[config.mk]
export PLATFORM = sky130hd
export DESIGN_NAME = txe_line_encoder
export DESIGN_NICKNAME = d
export VERILOG_FILES = /design/src/rtl/txe_pkg.sv /design/src/rtl/txe_capture.sv /design/src/rtl/txe_classify.sv /design/src/rtl/txe_subst_buf.sv /design/src/rtl/txe_pulse_out.sv /design/src/rtl/txe_line_encoder.sv
export SDC_FILE = /design/constraint.sdc
export NUM_CORES = 1
export LEC_CHECK = 0
export ABC_AREA = 1
export BUFFER_PORTS_ARGS = -buffer_cell sky130_fd_sc_hd__buf_2
export CAP_MARGIN = 20
export CORE_UTILIZATION = 50
export CTS_CLUSTER_SIZE = 28
export DETAILED_ROUTE_END_ITERATION = 10
export PLACE_DENSITY = 0.72
export SYNTH_ARGS = -nofsm -noshare
export SYNTH_HDL_FRONTEND = slang
export SYNTH_SLANG_ARGS = --single-unit
export TNS_END_PERCENT = 5
[constraint.sdc]
create_clock -name clk -period 1.4 [get_ports clk]
set_clock_uncertainty 0.05 [all_clocks]
set_input_delay 0.28 -clock clk [delete_from_list [all_inputs] [get_ports clk]]
set_output_delay 0.28 -clock clk [all_outputs]
set_load 0.005 [all_outputs]
[src/rtl/txe_pkg.sv]
package txe_pkg;

    // Symbol held in one lookahead slot; polarity is resolved at the output.
    typedef enum logic [2:0] {
        SYM_ZERO = 3'd0,  // no pulse
        SYM_MARK = 3'd1,  // pulse opposite to previous pulse
        SYM_VIOL = 3'd2,  // pulse equal to previous pulse
        SYM_POS  = 3'd3,  // explicit positive pulse (dual-rail)
        SYM_NEG  = 3'd4   // explicit negative pulse (dual-rail)
    } sym_t;

endpackage

[src/rtl/txe_capture.sv]
module txe_capture (
    input  logic clk,
    input  logic rst_n,
    input  logic pos_i,
    input  logic neg_i,
    output logic pos_o,
    output logic neg_o
);

    typedef struct packed {
        logic pos;
        logic neg;
    } cap_t;

    cap_t cap_d, cap_q;

    always_comb begin
        cap_d.pos = pos_i;
        cap_d.neg = neg_i;
    end

    // system data is taken on the falling edge
    always_ff @(negedge clk or negedge rst_n) begin
        if (!rst_n) cap_q <= '0;
        else        cap_q <= cap_d;
    end

    assign pos_o = cap_q.pos;
    assign neg_o = cap_q.neg;

endmodule

[src/rtl/txe_classify.sv]
module txe_classify
    import txe_pkg::*;
(
    input  logic pos_i,
    input  logic neg_i,
    input  logic dual_i,
    input  logic code_sel_i,
    input  logic bpv_cmd_i,
    input  logic maint_en_i,
    input  logic maint_bit_i,
    output sym_t sym_o,
    output logic subst_o
);

    logic subst;
    logic data_bit;
    logic bpv_req;

    always_comb begin
        subst    = !dual_i && code_sel_i;
        data_bit = maint_en_i ? maint_bit_i : pos_i;
        bpv_req  = ((!maint_en_i && neg_i) || bpv_cmd_i) && !subst;
        sym_o    = SYM_ZERO;
        if (dual_i) begin
            if (pos_i && !neg_i)      sym_o = SYM_POS;
            else if (neg_i && !pos_i) sym_o = SYM_NEG;
        end else if (data_bit) begin
            sym_o = bpv_req ? SYM_VIOL : SYM_MARK;
        end
    end

    assign subst_o = subst;

endmodule

[src/rtl/txe_subst_buf.sv]
module txe_subst_buf
    import txe_pkg::*;
#(
    parameter int DEPTH  = 8,
    parameter int RUN_T1 = 8,
    parameter int RUN_E1 = 4
) (
    input  logic clk,
    input  logic rst_n,
    input  logic adv_i,
    input  logic clear_i,
    input  logic subst_i,
    input  logic std_e1_i,
    input  sym_t sym_i,
    output sym_t sym_o
);

    localparam int CW = $clog2(RUN_T1 + 1);
    // positions inside the run, counted from the newest slot
    localparam int T1_V_OLD = RUN_T1 - 4;
    localparam int T1_B_OLD = RUN_T1 - 5;
    localparam int T1_V_NEW = RUN_T1 - 7;
    localparam int T1_B_NEW = RUN_T1 - 8;
    localparam int E1_B     = RUN_E1 - 1;

    typedef struct packed {
        sym_t [DEPTH-1:0] slots;
        logic [CW-1:0]    run;
        logic             odd;
    } buf_t;

    buf_t buf_d, buf_q;
    logic [CW-1:0] lim;
    logic [CW-1:0] run_nx;

    always_comb begin
        buf_d  = buf_q;
        lim    = std_e1_i ? CW'(RUN_E1) : CW'(RUN_T1);
        run_nx = buf_q.run + 1'b1;
        if (clear_i) begin
            for (int i = 0; i < DEPTH; i++) buf_d.slots[i] = SYM_ZERO;
            buf_d.run = '0;
        end else if (adv_i) begin
            for (int i = DEPTH - 1; i > 0; i--) buf_d.slots[i] = buf_q.slots[i-1];
            buf_d.slots[0] = sym_i;
            if (sym_i == SYM_MARK) buf_d.odd = ~buf_q.odd;
            if (!subst_i || sym_i != SYM_ZERO) begin
                buf_d.run = '0;
            end else if (run_nx == lim) begin
                buf_d.run = '0;
                if (std_e1_i) begin
                    if (!buf_q.odd) buf_d.slots[E1_B] = SYM_MARK;
                    buf_d.slots[0] = SYM_VIOL;
                    buf_d.odd      = 1'b0;
                end else begin
                    buf_d.slots[T1_V_OLD] = SYM_VIOL;
                    buf_d.slots[T1_B_OLD] = SYM_MARK;
                    buf_d.slots[T1_V_NEW] = SYM_VIOL;
                    buf_d.slots[T1_B_NEW] = SYM_MARK;
                end
            end else begin
                buf_d.run = run_nx;
            end
        end
    end

    always_ff @(posedge clk or negedge rst_n) begin
        if (!rst_n) buf_q <= '0;
        else        buf_q <= buf_d;
    end

    assign sym_o = buf_q.slots[DEPTH-1];


    run_limit_chk: assert property (@(posedge clk) disable iff (!rst_n)
        buf_q.run < CW'(RUN_T1));


    clear_empty_chk: assert property (@(posedge clk) disable iff (!rst_n)
        clear_i |=> ($countones(buf_q.slots) == 0));

endmodule

[src/rtl/txe_pulse_out.sv]
module txe_pulse_out
    import txe_pkg::*;
(
    input  logic clk,
    input  logic rst_n,
    input  logic data_adv_i,
    input  logic ones_adv_i,
    input  logic pwr_down_i,
    input  sym_t sym_i,
    output logic p_o,
    output logic n_o
);

    typedef struct packed {
        logic p;
        logic n;
        logic last_pos;
    } out_t;

    out_t out_d, out_q;
    logic pp, nn;

    always_comb begin
        out_d = out_q;
        pp    = out_q.p;
        nn    = out_q.n;
        if (ones_adv_i) begin
            pp             = ~out_q.last_pos;
            nn             = out_q.last_pos;
            out_d.last_pos = ~out_q.last_pos;
        end else if (data_adv_i) begin
            case (sym_i)
                SYM_MARK: begin
                    pp             = ~out_q.last_pos;
                    nn             = out_q.last_pos;
                    out_d.last_pos = ~out_q.last_pos;
                end
                SYM_VIOL: begin
                    pp = out_q.last_pos;
                    nn = ~out_q.last_pos;
                end
                SYM_POS: begin
                    pp             = 1'b1;
                    nn             = 1'b0;
                    out_d.last_pos = 1'b1;
                end
                SYM_NEG: begin
                    pp             = 1'b0;
                    nn             = 1'b1;
                    out_d.last_pos = 1'b0;
                end
                default: begin
                    pp = 1'b0;
                    nn = 1'b0;
                end
            endcase
        end
        out_d.p = pp & ~pwr_down_i;
        out_d.n = nn & ~pwr_down_i;
    end

    always_ff @(posedge clk or negedge rst_n) begin
        if (!rst_n) out_q <= '0;
        else        out_q <= out_d;
    end

    assign p_o = out_q.p;
    assign n_o = out_q.n;


    never_both_chk: assert property (@(posedge clk) disable iff (!rst_n)
        !(p_o && n_o));


    pd_quiet_chk: assert property (@(posedge clk) disable iff (!rst_n)
        pwr_down_i |=> (!p_o && !n_o));


    idle_hold_chk: assert property (@(posedge clk) disable iff (!rst_n)
        (!data_adv_i && !ones_adv_i && !pwr_down_i) |=> ($stable(p_o) && $stable(n_o)));


    ones_pulse_chk: assert property (@(posedge clk) disable iff (!rst_n)
        (ones_adv_i && !pwr_down_i) |=> (p_o != n_o));

endmodule

[src/rtl/txe_line_encoder.sv]
module txe_line_encoder
    import txe_pkg::*;
#(
    parameter int DEPTH  = 8,
    parameter int RUN_T1 = 8,
    parameter int RUN_E1 = 4
) (
    input  logic clk,
    input  logic rst_n,
    input  logic bit_stb,
    input  logic sys_pos,
    input  logic sys_neg,
    input  logic mref_stb,
    input  logic dual_rail,
    input  logic std_e1,
    input  logic code_sel,
    input  logic bpv_cmd,
    input  logic maint_en,
    input  logic maint_bit,
    input  logic force_ones,
    input  logic auto_ones_en,
    input  logic rx_los,
    input  logic pwr_down,
    output logic line_p,
    output logic line_n
);

    logic cap_pos, cap_neg;
    logic ones_mode, data_adv, ones_adv, subst;
    sym_t in_sym, out_sym;

    assign ones_mode = force_ones || (auto_ones_en && rx_los);
    assign data_adv  = bit_stb && !ones_mode;
    assign ones_adv  = mref_stb && ones_mode;

    txe_capture cap_i (
        .clk   (clk),
        .rst_n (rst_n),
        .pos_i (sys_pos),
        .neg_i (sys_neg),
        .pos_o (cap_pos),
        .neg_o (cap_neg)
    );

    txe_classify cls_i (
        .pos_i       (cap_pos),
        .neg_i       (cap_neg),
        .dual_i      (dual_rail),
        .code_sel_i  (code_sel),
        .bpv_cmd_i   (bpv_cmd),
        .maint_en_i  (maint_en),
        .maint_bit_i (maint_bit),
        .sym_o       (in_sym),
        .subst_o     (subst)
    );

    txe_subst_buf #(
        .DEPTH  (DEPTH),
        .RUN_T1 (RUN_T1),
        .RUN_E1 (RUN_E1)
    ) buf_i (
        .clk      (clk),
        .rst_n    (rst_n),
        .adv_i    (data_adv),
        .clear_i  (ones_mode),
        .subst_i  (subst),
        .std_e1_i (std_e1),
        .sym_i    (in_sym),
        .sym_o    (out_sym)
    );

    txe_pulse_out out_i (
        .clk        (clk),
        .rst_n      (rst_n),
        .data_adv_i (data_adv),
        .ones_adv_i (ones_adv),
        .pwr_down_i (pwr_down),
        .sym_i      (out_sym),
        .p_o        (line_p),
        .n_o        (line_n)
    );

endmodule

==> load_flow_metrics.sql, run 1 <==
INSERT INTO impl_metrics (metric_group, metric, value, unit) VALUES
('drt', 'remaining_drc_errors', '0', ''),
('yosys', 'post_synth_inst_count', '197', ''),
('drt', 'drt_pass_1_iters', '4', ''),
('sta', 'max-slew-margin-rel', '0.742', ''),
('sta', 'grt_setup_unrepaired', 'true', ''),
('power', 'power_frac_seq', '0.526', ''),
('sta', 'report.final.setup_viol', '17', ''),
('global_routing', 'track_usage', '0.214', ''),
('worst_setup_path', 'critPathArrivalTime', '2.24', 'ns'),
('global_routing', 'grt_first_pass_wirelength', '5.43', 'mm'),
('finish', 'number_of_nets_at_the_end_of_the_flow', '249', ''),
('global_routing', 'first_global_vias', '1313', ''),
('clocking', 'cts_buffer_depth', '2', ''),
('flow_run', 'timing.max_cap.violations', '0', ''),
('yosys', 'synth_area_per_inst', '8.38', 'um^2'),
('yosys', 'synth.ff_latch_count', '34', ''),
('clocking', 'clk_root_buffer_cell', 'sky130_fd_sc_hd__clkbuf_4', ''),
('worst_setup_path', 'crit_path_max_fanout', '5', ''),
('global_routing', 'number_of_antenna_violations_at_the_first_check_in_global_routing', '0', ''),
('clocking', 'tritoncts', 'yes', ''),
('drt', 'ant_nets', '0', ''),
('power', 'intPower', '1.48', 'mW'),
('finish', 'fraction_of_final_layout_cells_sized_beyond_drive_strength_1', '0.267', ''),
('floorplanning', 'die_height', '59.5', 'um'),
('place', 'numPortBuffers', '17', ''),
('power', 'irDropWorstVdd', '814', 'uV'),
('hold_path', 'holdPathStages', '2', ''),
('power', 'sw_frac_of_total', '0.254', ''),
('yosys', 'syn_area', '0.00165', 'mm^2'),
('power', 'p_comb_frac', '0.113', ''),
('sta', 'setup_ws_post_layout', '-0.665', 'ns'),
('sta', 'hold_violations', '0', ''),
('worst_setup_path', 'timing_worst_setup_path_type', 'reg -> reg', ''),
('drt', 'drt_wirelength', '3.18', 'mm'),
('drt', 'avgRoutedWirePerCell', '11.5', 'um'),
('yosys', 'postSynthNetCount', '215', ''),
('power', 'cellPowerDensity', '994', 'mW/mm^2'),
('sta', 'slew_violations', '0', ''),
('worst_setup_path', 'rr_worst_depth', '9', ''),
('power', 'net-switching-power', '501', 'uW'),
('sta', 'hold_slack', '0.0340', 'ns'),
('hold_path', 'worst_hold_path_type', 'in -> reg', ''),
('worst_setup_path', 'worstSetupEndpointType', 'flip-flop', ''),
('floorplanning', 'chipWidth', '59.5', 'um'),
('status', 'violations_in_the_final_reports', 'negative setup slack', ''),
('worst_setup_path', 'crit_path_start_kind', 'flip-flop', ''),
('drt', 'iter_0_drt_violations', '48', ''),
('floorplanning', 'floorplan.io_pins', '18', ''),
('yosys', 'synth-seq-area-share', '0.515', ''),
('sta', 'worst_pin_slew', '0.387', 'ns'),
('place', 'finalWeightedCongestion', '0.814', ''),
('finish', 'num_antenna_cells', '0', ''),
('finish', 'layout.core_utilization', '0.641', ''),
('clocking', 'clock_sink_total', '34', ''),
('clocking', 'clock_buffer_count_from_cts', '5', ''),
('global_routing', 'grt_overflow', '0', ''),
('yosys', 'ys_types', '25', ''),
('clocking', 'h-tree-depth', '2', ''),
('power', 'cellLeakagePower', '0.975', 'nW'),
('clocking', 'worst_skew_pair.late_latency', '0.34', 'ns'),
('drt', 'vias_per_cell', '5.01', ''),
('place', 'hpwlAfterDp', '2.35', 'mm'),
('global_routing', 'pin_count_of_the_biggest_net_entering_global_routing', '32', ''),
('floorplanning', 'std_cell_rows', '20', ''),
('power', 'post-layout-total-power', '1.98', 'mW'),
('yosys', 'yosys_warnings', '0', ''),
('status', 'outcome', 'finished with violations', ''),
('finish', 'fill_count', '279', ''),
('clocking', 'worst_setup_hold_path_clk_slew', '0.11', 'ns'),
('floorplanning', 'area_of_the_die', '0.00354', 'mm^2'),
('power', 'clock_power_share', '0.361', ''),
('worst_setup_path', 'worst-endpoint-required', '1.57', 'ns'),
('drt', 'dr_total_vias', '1384', ''),
('floorplanning', 'floorplan.initialDensity', '0.532', ''),
('finish', 'area_growth', '20.5', '%'),
('floorplanning', 'core', '0.00310', 'mm^2');
## cells by family after synthesis
| family | synth area share |
|---|---|
| AOI/OAI and AO/OA | 0.131 |
| buffers and inverters | 0.0901 |
| xor gates and xnor gates | 0.00530 |
| and+or+nand+nor | 0.243 |
| DFF | 0.515 |
| adders and majority gates | 0.0151 |
## cells in the final DEF (no fill, tap or decap)
| master | Yosys | routed |
|---|---|---|
| sky130_fd_sc_hd__bufinv_16 | 0 | 1 |
| sky130_fd_sc_hd__o22ai_1 | 10 | 10 |
| sky130_fd_sc_hd__nor2_4 | 3 | 3 |
| sky130_fd_sc_hd__nand2_1 | 57 | 53 |
| sky130_fd_sc_hd__nand3_2 | 4 | 3 |
| sky130_fd_sc_hd__inv_1 | 28 | 27 |
| sky130_fd_sc_hd__nand3_4 | 1 | 3 |
| sky130_fd_sc_hd__xnor2_1 | 1 | 1 |
| sky130_fd_sc_hd__nand2_2 | 2 | 6 |
| sky130_fd_sc_hd__ha_1 | 2 | 2 |
| sky130_fd_sc_hd__o21ai_0 | 10 | 8 |
| sky130_fd_sc_hd__o21ai_1 | 11 | 11 |
| sky130_fd_sc_hd__a21oi_1 | 5 | 5 |
| sky130_fd_sc_hd__clkinv_2 | 0 | 2 |
| sky130_fd_sc_hd__buf_4 | 0 | 13 |
| sky130_fd_sc_hd__nor2_1 | 5 | 5 |
| sky130_fd_sc_hd__nor2_2 | 1 | 1 |
| sky130_fd_sc_hd__dlygate4sd3_1 | 0 | 1 |
| sky130_fd_sc_hd__inv_2 | 5 | 6 |
| sky130_fd_sc_hd__a21boi_0 | 1 | 1 |
| sky130_fd_sc_hd__dfrtp_1 | 32 | 32 |
| sky130_fd_sc_hd__dfrtn_1 | 2 | 2 |
| sky130_fd_sc_hd__clkbuf_4 | 0 | 5 |
| sky130_fd_sc_hd__nand4_1 | 3 | 3 |
| sky130_fd_sc_hd__o2111ai_1 | 1 | 1 |
| sky130_fd_sc_hd__buf_2 | 2 | 17 |
| sky130_fd_sc_hd__o21ai_2 | 0 | 2 |
| sky130_fd_sc_hd__a211oi_1 | 1 | 1 |
| sky130_fd_sc_hd__nand3_1 | 8 | 7 |
## critical path: stages (launching register included)
cell and delay, ns:
sky130_fd_sc_hd__dfrtn_1 0.43, sky130_fd_sc_hd__nand2_2 0.08, sky130_fd_sc_hd__nand2_2 0.08, sky130_fd_sc_hd__nand2_2 0.06, sky130_fd_sc_hd__nand2_2 0.08, sky130_fd_sc_hd__nand3_4 0.11, sky130_fd_sc_hd__nor2_4 0.18, sky130_fd_sc_hd__nor2_4 0.07
sky130_fd_sc_hd__nand2_1 0.06, sky130_fd_sc_hd__o21ai_1 0.07
## layout make-up
class                      instances  area (um^2)  share of cell area
sequential                        34          851               0.428
multi-input combinational        126          689               0.347
timing repair buffer              31          193              0.0969
inverter                          33          124              0.0623
tap                               44         55.1              0.0277
clock inverter                     3         40.0              0.0201
clock buffer                       5         37.5              0.0189
## synth_stat cells
cell                        count  share of area
sky130_fd_sc_hd__dfrtn_1        2          0.030
sky130_fd_sc_hd__nand3_1        8          0.024
sky130_fd_sc_hd__inv_2          5          0.011
sky130_fd_sc_hd__a21oi_1        5          0.015
sky130_fd_sc_hd__buf_2          2         0.0061
sky130_fd_sc_hd__nor2_1         5          0.011
sky130_fd_sc_hd__nand4_1        3          0.011
sky130_fd_sc_hd__nand3_2        4          0.024
sky130_fd_sc_hd__nor2_4         3          0.020
sky130_fd_sc_hd__a211oi_1       1         0.0045
sky130_fd_sc_hd__o2111ai_1      1         0.0053
sky130_fd_sc_hd__ha_1           2          0.015
sky130_fd_sc_hd__a21boi_0       1         0.0045
sky130_fd_sc_hd__inv_1         28          0.064
sky130_fd_sc_hd__nand2_2        2         0.0076
sky130_fd_sc_hd__o21ai_0       10          0.030
sky130_fd_sc_hd__xnor2_1        1         0.0053
sky130_fd_sc_hd__nand2_1       57           0.13
sky130_fd_sc_hd__o21ai_1       11          0.033
sky130_fd_sc_hd__nand3_4        1          0.011
sky130_fd_sc_hd__o22ai_1       10          0.038
sky130_fd_sc_hd__buf_6          1         0.0068
sky130_fd_sc_hd__nor2_2         1         0.0038
sky130_fd_sc_hd__buf_1          1         0.0023
sky130_fd_sc_hd__dfrtp_1       32           0.48
## sequential cells by signal, summed over array words and instances, names as in the netlist
| name | cells |
|---|---|
| out_i.out_q | 1 |
| out_i.n_o | 1 |
| out_i.p_o | 1 |
| cap_i.neg_o | 1 |
| cap_i.pos_o | 1 |
| buf_i.sym_o | 3 |
| buf_i.buf_q | 26 |
## routing by layer
layer,GRT usage,routed length [um]
met5,0,0
met4,0.0884,55
met3,0.0764,156
met2,0.331,1500
met1,0.273,1460
## power by group through the flow
stage	combinational [mW]	sequential (mW)	clock [mW]
after floorplan	0.122	1.06	0
after global placement	0.203	1.06	0
after detailed placement	0.212	1.06	0
after CTS	0.219	1.04	0.728
after global routing	0.247	1.04	0.780
final	0.224	1.04	0.713
## final timing paths
path,startpoint,end,slack [ns]
min in group asynchronous,rst_n,buf_i.buf_q[7],0.23
min,pwr_down,out_i.p_o,0.03
max reg2reg,cap_i.neg_o,buf_i.buf_q[10],-0.67
max in group asynchronous,rst_n,cap_i.neg_o,0.30
min reg2reg,buf_i.buf_q[7],buf_i.buf_q[7],0.44
max,cap_i.neg_o,buf_i.buf_q[10],-0.67
## per-stage QoR
stage / instance area [um^2] / TNS (ns) / worst slack [ns] / std cells
2_1_floorplan: 1660 / -8.05 / -0.565 / 197
3_3_place_gp: 1870 / -9.01 / -0.641 / 266
3_5_place_dp: 1870 / -9.85 / -0.692 / 266
4_1_cts: 1960 / -9.06 / -0.623 / 275
5_1_grt: 1990 / -10.59 / -0.748 / 276
6_report: 1990 / -9.37 / -0.665 / 276
## repair_timing
| item | in CTS | in global routing |
|---|---|---|
| hold buffers | 1 | 0 |
| buffers inserted | 0 | 1 |
| gates resized for setup | 4 | 6 |
| hold endpoints to repair | 1 | 0 |
| setup endpoints to repair | 17 | 17 |
| pin swaps | 2 | 1 |
Power figures use the tool's default switching activity.
==> run 2: changes to the inputs <==
--- a/config.mk
+++ b/config.mk
@@ -8,10 +8,11 @@
 export ABC_AREA = 1
 export BUFFER_PORTS_ARGS = -buffer_cell sky130_fd_sc_hd__buf_2
 export CAP_MARGIN = 20
+export CORE_MARGIN = 3
 export CORE_UTILIZATION = 50
 export CTS_CLUSTER_SIZE = 28
 export DETAILED_ROUTE_END_ITERATION = 10
-export PLACE_DENSITY = 0.72
+export PLACE_DENSITY = 0.74
 export SYNTH_ARGS = -nofsm -noshare
 export SYNTH_HDL_FRONTEND = slang
 export SYNTH_SLANG_ARGS = --single-unit
==> run 2 against run 1 <==
Compared with the run above: the run still ends with negative setup slack left; register-to-register slack improved by 0.02 ns; via count fell by 0.72%; power grew 10%; worst hold slack better by 0.013 ns; critical endpoint is now buf_i.buf_q[6]; highest routed layer unchanged.
==> load_flow_metrics.sql, run 2 (synthesis results as in run 1) <==
INSERT INTO impl_metrics (metric_group, metric, value, unit) VALUES
('clocking', 'tritoncts', 'yes', ''),
('flow_run', 'timing.max_cap.violations', '0', ''),
('drt', 'avgRoutedWirePerCell', '11.6', 'um'),
('place', 'numPortBuffers', '17', ''),
('finish', 'fraction_of_final_layout_cells_sized_beyond_drive_strength_1', '0.247', ''),
('worst_setup_path', 'critPathArrivalTime', '2.22', 'ns'),
('finish', 'layoutNonFillerInstCount', '275', ''),
('drt', 'remaining_drc_errors', '0', ''),
('worst_setup_path', 'regToRegSetupSlack', '-0.64', 'ns'),
('global_routing', 'first_global_vias', '1322', ''),
('sta', 'hold_violations', '0', ''),
('sta', 'report.final.setup_viol', '17', ''),
('finish', 'most-common-layout-cells', 'sky130_fd_sc_hd__nand2_1 (54), sky130_fd_sc_hd__dfrtp_1 (32), sky130_fd_sc_hd__inv_1 (28), sky130_fd_sc_hd__buf_2 (17), sky130_fd_sc_hd__buf_4 (11)', ''),
('power', 'post-layout-total-power', '2.18', 'mW'),
('floorplanning', 'die_height', '63.5', 'um'),
('worst_setup_path', 'worst-endpoint-required', '1.58', 'ns'),
('global_routing', 'grt_overflow', '0', ''),
('worst_setup_path', 'rr_startpoint', 'cap_i.neg_o', ''),
('sta', 'worst_pin_slew', '0.389', 'ns'),
('worst_setup_path', 'regToRegEndpoint', 'buf_i.buf_q[6]', ''),
('worst_setup_path', 'worstSetupEndpointType', 'flip-flop', ''),
('clocking', 'worst_setup_hold_path_clk_slew', '0.11', 'ns'),
('finish', 'fill_count', '291', ''),
('drt', 'drt_pass_1_iters', '4', ''),
('floorplanning', 'floorplan.initialDensity', '0.532', ''),
('sta', 'max-slew-margin-rel', '0.741', ''),
('place', 'placed_cells_incl_taps', '265', ''),
('global_routing', 'pin_count_of_the_biggest_net_entering_global_routing', '32', ''),
('sta', 'setup_ws_post_layout', '-0.642', 'ns'),
('worst_setup_path', 'crit_path_start_kind', 'flip-flop', ''),
('worst_setup_path', 'crit_start', 'cap_i.neg_o', ''),
('drt', 'ant_nets', '0', ''),
('floorplanning', 'std_cell_rows', '20', ''),
('worst_setup_path', 'crit_path_max_fanout', '5', ''),
('finish', 'mostFrequentLayoutCell', 'sky130_fd_sc_hd__nand2_1', ''),
('drt', 'drt_wirelength', '3.19', 'mm'),
('power', 'cellLeakagePower', '0.982', 'nW'),
('place', 'hpwlAfterDp', '2.32', 'mm'),
('power', 'irDropWorstVdd', '756', 'uV'),
('finish', 'registers.top_by_ff_count', 'buf_i.buf_q', ''),
('finish', 'number_of_nets_at_the_end_of_the_flow', '248', ''),
('floorplanning', 'floorplan.io_pins', '18', ''),
('finish', 'area_growth', '21.4', '%'),
('clocking', 'clock_sink_total', '34', ''),
('global_routing', 'grt_first_pass_wirelength', '5.83', 'mm'),
('status', 'outcome', 'finished with violations', ''),
('worst_setup_path', 'critical_path.endpoint', 'buf_i.buf_q[6]', ''),
('drt', 'dr_total_vias', '1374', ''),
('worst_setup_path', 'timing_worst_setup_path_type', 'reg -> reg', ''),
('clocking', 'worst_skew_pair.late_latency', '0.34', 'ns'),
('floorplanning', 'chipWidth', '63.5', 'um'),
('hold_path', 'worst_hold_path_type', 'in -> reg', ''),
('sta', 'grt_setup_unrepaired', 'true', ''),
('status', 'violations_in_the_final_reports', 'negative setup slack', ''),
('clocking', 'clock_buffer_count_from_cts', '5', ''),
('finish', 'flip_flop_count_of_the_largest_register_after_layout', '26', ''),
('clocking', 'clk_root_buffer_cell', 'sky130_fd_sc_hd__clkbuf_4', ''),
('place', 'finalWeightedCongestion', '0.787', ''),
('floorplanning', 'area_of_the_die', '0.00403', 'mm^2'),
('clocking', 'cts_buffer_depth', '2', ''),
('sta', 'slew_violations', '0', ''),
('power', 'cellPowerDensity', '1090', 'mW/mm^2'),
('clocking', 'h-tree-depth', '2', ''),
('global_routing', 'track_usage', '0.183', ''),
('drt', 'iter_0_drt_violations', '51', ''),
('finish', 'num_antenna_cells', '0', ''),
('floorplanning', 'core', '0.00310', 'mm^2'),
('drt', 'vias_per_cell', '5.00', ''),
('global_routing', 'number_of_antenna_violations_at_the_first_check_in_global_routing', '0', ''),
('worst_setup_path', 'rr_worst_depth', '9', '');
[run 2: how the worst min path moves through the flow]
stage	slack [ns]	cells after the start	to	from
after floorplan	-0.07	0	buf_i.buf_q[0]	rst_n
after global placement	0.06	1	buf_i.buf_q[0]	rst_n
after detailed placement	0.06	1	buf_i.buf_q[0]	rst_n
after CTS	0.03	2	out_i.p_o	pwr_down
after global routing	0.05	2	out_i.p_o	pwr_down
final	0.05	2	out_i.p_o	pwr_down
[run 2: power breakdown]
part           leakage [nW]  switching [mW]  internal (mW)  total [mW]
logic                 0.462           0.131         0.0913       0.222
clock network        0.0554           0.357          0.559       0.915
registers             0.464          0.0226           1.02        1.04
total                 0.982           0.511           1.67        2.18
[run 2: per-stage QoR]
stage / setup WS, ns / hold WS [ns] / utilization / cell area (um^2) / setup TNS [ns]
CTS: -0.653 / 0.0297 / 0.645 / 2000 / -9.71
floorplan: -0.565 / -0.0656 / - / 1660 / -8.05
finish: -0.642 / 0.0470 / 0.646 / 2000 / -9.54
detailed placement: -0.638 / 0.0574 / 0.603 / 1870 / -9.28
global placement: -0.603 / 0.0604 / 0.603 / 1870 / -8.79
global route: -0.753 / 0.0484 / 0.646 / 2000 / -11.24
[run 2: cell type report]
cell class,count,area [um^2],area share
Sequential cell,34,851,0.424
Multi-Input combinational cell,126,671,0.335
Timing Repair Buffer,30,198,0.0986
Inverter,33,124,0.0618
Clock inverter,3,68.8,0.0343
Tap cell,44,55.1,0.0275
Clock buffer,5,37.5,0.0187
[run 2: metal layers]
metal	routed length (um)	global-route usage	vias to the layer above
met2	1460	0.293	25
met5	0	0	-
met3	135	0.0463	4
met1	1580	0.254	641
met4	23	0.0323	0
li1	-	-	704
[run 2: timing repair]
| action | in CTS | in global routing |
|---|---|---|
| gates resized for setup | 2 | 1 |
| cloned | 0 | 0 |
| endpoints found under the setup margin | 17 | 17 |
| pin swaps | 2 | 0 |
| hold buffers | 1 | 0 |
| endpoints found under the hold margin | 1 | 0 |
| buffers inserted | 1 | 0 |
[run 2: critical path, cell delays in order, from the launching register on]
cell                      delay [ns]
sky130_fd_sc_hd__dfrtn_1        0.45
sky130_fd_sc_hd__nand2_1        0.09
sky130_fd_sc_hd__nand2_2        0.07
sky130_fd_sc_hd__nand2_2        0.06
sky130_fd_sc_hd__nand2_2        0.08
sky130_fd_sc_hd__nand3_4        0.10
sky130_fd_sc_hd__nor2_4         0.16
sky130_fd_sc_hd__nor2_4         0.07
sky130_fd_sc_hd__o21ai_1        0.08
sky130_fd_sc_hd__nand2_1        0.06
==> run 3: changes to the inputs <==
--- a/config.mk
+++ b/config.mk
@@ -6,14 +6,15 @@
 export NUM_CORES = 1
 export LEC_CHECK = 0
 export ABC_AREA = 1
-export BUFFER_PORTS_ARGS = -buffer_cell sky130_fd_sc_hd__buf_2
 export CAP_MARGIN = 20
 export CORE_MARGIN = 3
 export CORE_UTILIZATION = 50
 export CTS_CLUSTER_SIZE = 28
 export DETAILED_ROUTE_END_ITERATION = 10
-export PLACE_DENSITY = 0.74
+export DONT_BUFFER_PORTS = 1
+export PLACE_DENSITY = 0.7
 export SYNTH_ARGS = -nofsm -noshare
 export SYNTH_HDL_FRONTEND = slang
+export SYNTH_HIERARCHICAL = 1
 export SYNTH_SLANG_ARGS = --single-unit
 export TNS_END_PERCENT = 5
==> run 3 against run 2 <==
Compared with the run above: the flow still finishes with violations (negative setup slack); clock power down 37%; highest routed layer unchanged; global-route usage up 0.20 points; cell count up 4.0%.
==> load_flow_metrics.sql, run 3 <==
INSERT INTO impl_metrics (metric_group, metric, value, unit) VALUES
('yosys', 'synth_area_per_inst', '7.87', 'um^2'),
('place', 'numPortBuffers', '0', ''),
('power', 'intPower', '1.36', 'mW'),
('yosys', 'post-synth-top-area-fraction', '0.456', ''),
('floorplanning', 'core', '0.00320', 'mm^2'),
('hold_path', 'worstHoldStart', 'pwr_down', ''),
('floorplanning', 'floorplan.initialDensity', '0.548', ''),
('sta', 'hold_violations', '0', ''),
('worst_setup_path', 'rr_worst_depth', '10', ''),
('floorplanning', 'std_cell_rows', '20', ''),
('clocking', 'worst_setup_hold_path_clk_slew', '0.10', 'ns'),
('finish', 'area_growth', '17.5', '%'),
('floorplanning', 'chipWidth', '65.3', 'um'),
('power', 'post-layout-total-power', '1.85', 'mW'),
('global_routing', 'pin_count_of_the_biggest_net_entering_global_routing', '33', ''),
('finish', 'flip_flop_count_of_the_largest_register_after_layout', '26', ''),
('sta', 'report.final.setup_viol', '17', ''),
('yosys', 'yosys_warnings', '6', ''),
('finish', 'fraction_of_final_layout_cells_sized_beyond_drive_strength_1', '0.273', ''),
('worst_setup_path', 'regToRegEndpoint', 'buf_i/buf_q[8]', ''),
('floorplanning', 'area_of_the_die', '0.00426', 'mm^2'),
('yosys', 'post_synth_inst_count', '223', ''),
('yosys', 'ys_async_sr_fraction', '1.00', ''),
('worst_setup_path', 'crit_start', 'cap_i/pos_o', ''),
('global_routing', 'number_of_antenna_violations_at_the_first_check_in_global_routing', '0', ''),
('global_routing', 'grt_first_pass_wirelength', '5.92', 'mm'),
('status', 'violations_in_the_final_reports', 'negative setup slack', ''),
('hold_path', 'holdPathStages', '3', ''),
('yosys', 'ys_top_cells_by_count', 'sky130_fd_sc_hd__nand2_1 (71), sky130_fd_sc_hd__dfrtp_1 (32), sky130_fd_sc_hd__inv_1 (29)', ''),
('power', 'net-switching-power', '492', 'uW'),
('yosys', 'syn_area', '0.00176', 'mm^2'),
('power', 'p_comb_frac', '0.127', ''),
('finish', 'mostFrequentLayoutCell', 'sky130_fd_sc_hd__nand2_1', ''),
('drt', 'vias_per_cell', '4.90', ''),
('finish', 'num_antenna_cells', '0', ''),
('power', 'power_frac_seq', '0.562', ''),
('worst_setup_path', 'crit_path_start_kind', 'flip-flop', ''),
('finish', 'multi_input_comb_area', '796', 'um^2'),
('finish', 'layout.core_utilization', '0.644', ''),
('finish', 'number_of_nets_at_the_end_of_the_flow', '259', ''),
('power', 'clock_power_share', '0.311', ''),
('yosys', 'postSynthNetCount', '241', ''),
('worst_setup_path', 'worstSetupEndpointType', 'flip-flop', ''),
('drt', 'drt_pass_1_iters', '4', ''),
('sta', 'setup_ws_post_layout', '-0.763', 'ns'),
('worst_setup_path', 'regToRegSetupSlack', '-0.76', 'ns'),
('worst_setup_path', 'timing_worst_setup_path_type', 'reg -> reg', ''),
('worst_setup_path', 'critical_path.endpoint', 'buf_i/buf_q[8]', ''),
('place', 'hpwlAfterDp', '2.16', 'mm'),
('floorplanning', 'floorplan.io_pins', '18', ''),
('floorplanning', 'die_height', '65.3', 'um'),
('hold_path', 'worst_hold_path_type', 'in -> reg', ''),
('clocking', 'worst_skew_pair.late_latency', '0.35', 'ns'),
('power', 'irDropWorstVdd', '653', 'uV'),
('yosys', 'yosys.cell_count.top_type', 'sky130_fd_sc_hd__nand2_1', ''),
('flow_run', 'timing.max_cap.violations', '0', ''),
('place', 'finalWeightedCongestion', '0.809', ''),
('power', 'sw_frac_of_total', '0.266', ''),
('yosys', 'synth_top_area_cell', 'sky130_fd_sc_hd__dfrtp_1', ''),
('sta', 'worst_pin_slew', '0.305', 'ns'),
('drt', 'ant_nets', '0', ''),
('drt', 'drt_wirelength', '3.33', 'mm'),
('yosys', 'post_synth_main_area_contributors', 'sky130_fd_sc_hd__dfrtp_1 (46%), sky130_fd_sc_hd__nand2_1 (15%), sky130_fd_sc_hd__inv_1 (6.2%)', ''),
('yosys', 'ys_types', '25', ''),
('yosys', 'synth.ff_latch_count', '34', ''),
('clocking', 'cts_buffer_depth', '2', ''),
('sta', 'grt_setup_unrepaired', 'true', ''),
('sta', 'slew_violations', '0', ''),
('yosys', 'number_of_synthesized_flops_with_an_enable_pin', '0', ''),
('clocking', 'clock_sink_total', '34', ''),
('drt', 'dr_total_vias', '1401', ''),
('clocking', 'clock_buffer_count_from_cts', '5', ''),
('worst_setup_path', 'critPathArrivalTime', '2.35', 'ns'),
('finish', 'registers.top_by_ff_count', 'buf_i/buf_q', ''),
('finish', 'fill_count', '306', ''),
('drt', 'avgRoutedWirePerCell', '11.7', 'um'),
('sta', 'max-slew-margin-rel', '0.797', ''),
('status', 'outcome', 'finished with violations', ''),
('global_routing', 'grt_overflow', '0', ''),
('yosys', 'synth_ff_type', 'sky130_fd_sc_hd__dfrtp_1', ''),
('drt', 'iter_0_drt_violations', '57', ''),
('worst_setup_path', 'rr_startpoint', 'cap_i/pos_o', ''),
('power', 'cellPowerDensity', '896', 'mW/mm^2'),
('finish', 'most-common-layout-cells', 'sky130_fd_sc_hd__nand2_1 (63), sky130_fd_sc_hd__dfrtp_1 (32), sky130_fd_sc_hd__inv_1 (28), sky130_fd_sc_hd__nand2_2 (18), sky130_fd_sc_hd__buf_4 (14)', ''),
('clocking', 'clk_root_buffer_cell', 'sky130_fd_sc_hd__clkbuf_4', ''),
('global_routing', 'track_usage', '0.185', ''),
('drt', 'remaining_drc_errors', '0', ''),
('clocking', 'h-tree-depth', '2', ''),
('power', 'cellLeakagePower', '1.05', 'nW'),
('clocking', 'tritoncts', 'yes', ''),
('worst_setup_path', 'worst-endpoint-required', '1.59', 'ns'),
('global_routing', 'first_global_vias', '1344', ''),
('yosys', 'synth-seq-area-share', '0.485', ''),
('finish', 'sequential_cell_area', '851', 'um^2'),
('worst_setup_path', 'crit_path_max_fanout', '7', '');
## run 3: worst min-delay path by stage
stage	to	slack, ns
6_report	out_i/n_o	0.03
5_1_grt	out_i/n_o	0.01
4_1_cts	out_i/n_o	0.02
3_5_place_dp	buf_i/buf_q[0]	-0.06
3_3_place_gp	buf_i/buf_q[0]	-0.06
2_1_floorplan	buf_i/buf_q[0]	-0.07
## run 3: layout make-up
class                      instances  area share
clock buffer                       7      0.0267
sequential                        34       0.413
inverter                          36      0.0655
clock inverter                     1     0.00243
multi-input combinational        146       0.386
timing repair buffer              18      0.0801
tap                               44      0.0267
## run 3: repair_timing
| action | CTS | global route |
|---|---|---|
| endpoints found under the hold margin | 33 | 0 |
| pin swaps | 9 | 10 |
| hold buffers | 3 | 0 |
| resized for setup | 8 | 11 |
| setup buffers | 2 | 2 |
| endpoints found under the setup margin | 17 | 17 |
## run 3: cells by family (layout without fill, tap and decap cells)
kind of cell / Yosys count / count (layout) / share of synthesized area
DFF: 34 / 34 / 0.485
AOI/OAI and AO/OA: 25 / 25 / 0.0841
adders and majority gates: 2 / 2 / 0.0143
buffers and inverters: 43 / 62 / 0.105
and+or+nand+nor: 118 / 118 / 0.306
xor gates and xnor gates: 1 / 1 / 0.00499
## run 3: critical path, cell delays in order (launching register included)
cell                      delay [ns]
sky130_fd_sc_hd__dfrtn_1        0.35
sky130_fd_sc_hd__o21ai_1        0.12
sky130_fd_sc_hd__nor2_1         0.07
sky130_fd_sc_hd__nand2_1        0.08
sky130_fd_sc_hd__nand2_2        0.08
sky130_fd_sc_hd__nor2_4         0.13
sky130_fd_sc_hd__nand3_4        0.10
sky130_fd_sc_hd__nor2_4         0.11
sky130_fd_sc_hd__nand3_4        0.13
sky130_fd_sc_hd__nand3_1        0.10
sky130_fd_sc_hd__nand2_1        0.06
## run 3: power by group through the flow
stage,sequential [mW],clock (mW),combinational (mW)
3_5_place_dp,1.06,0,0.172
6_report,1.04,0.575,0.234
2_1_floorplan,1.05,0,0.127
4_1_cts,1.04,0.591,0.218
5_1_grt,1.04,0.640,0.266
3_3_place_gp,1.06,0,0.173
## run 3: per-stage QoR
step / setup WS, ns / setup TNS (ns) / cell area [um^2] / hold WS (ns) / std cells
after floorplan: -0.659 / -9.97 / 1760 / -0.0656 / 223
after global placement: -0.786 / -11.82 / 1860 / -0.0647 / 271
after detailed placement: -0.807 / -12.14 / 1860 / -0.0649 / 271
after CTS: -0.785 / -11.68 / 2010 / 0.0165 / 284
after global routing: -0.850 / -13.31 / 2060 / 0.0103 / 286
final: -0.763 / -11.77 / 2060 / 0.0295 / 286
## run 3: per-layer routing
| metal | share of wire | track usage | up-vias |
|---|---|---|---|
| li1 | - | - | 731 |
| met1 | 0.46 | 0.226 | 640 |
| met2 | 0.48 | 0.303 | 24 |
| met3 | 0.045 | 0.0667 | 6 |
| met4 | 0.015 | 0.0622 | 0 |
| met5 | 0 | 0 | - |
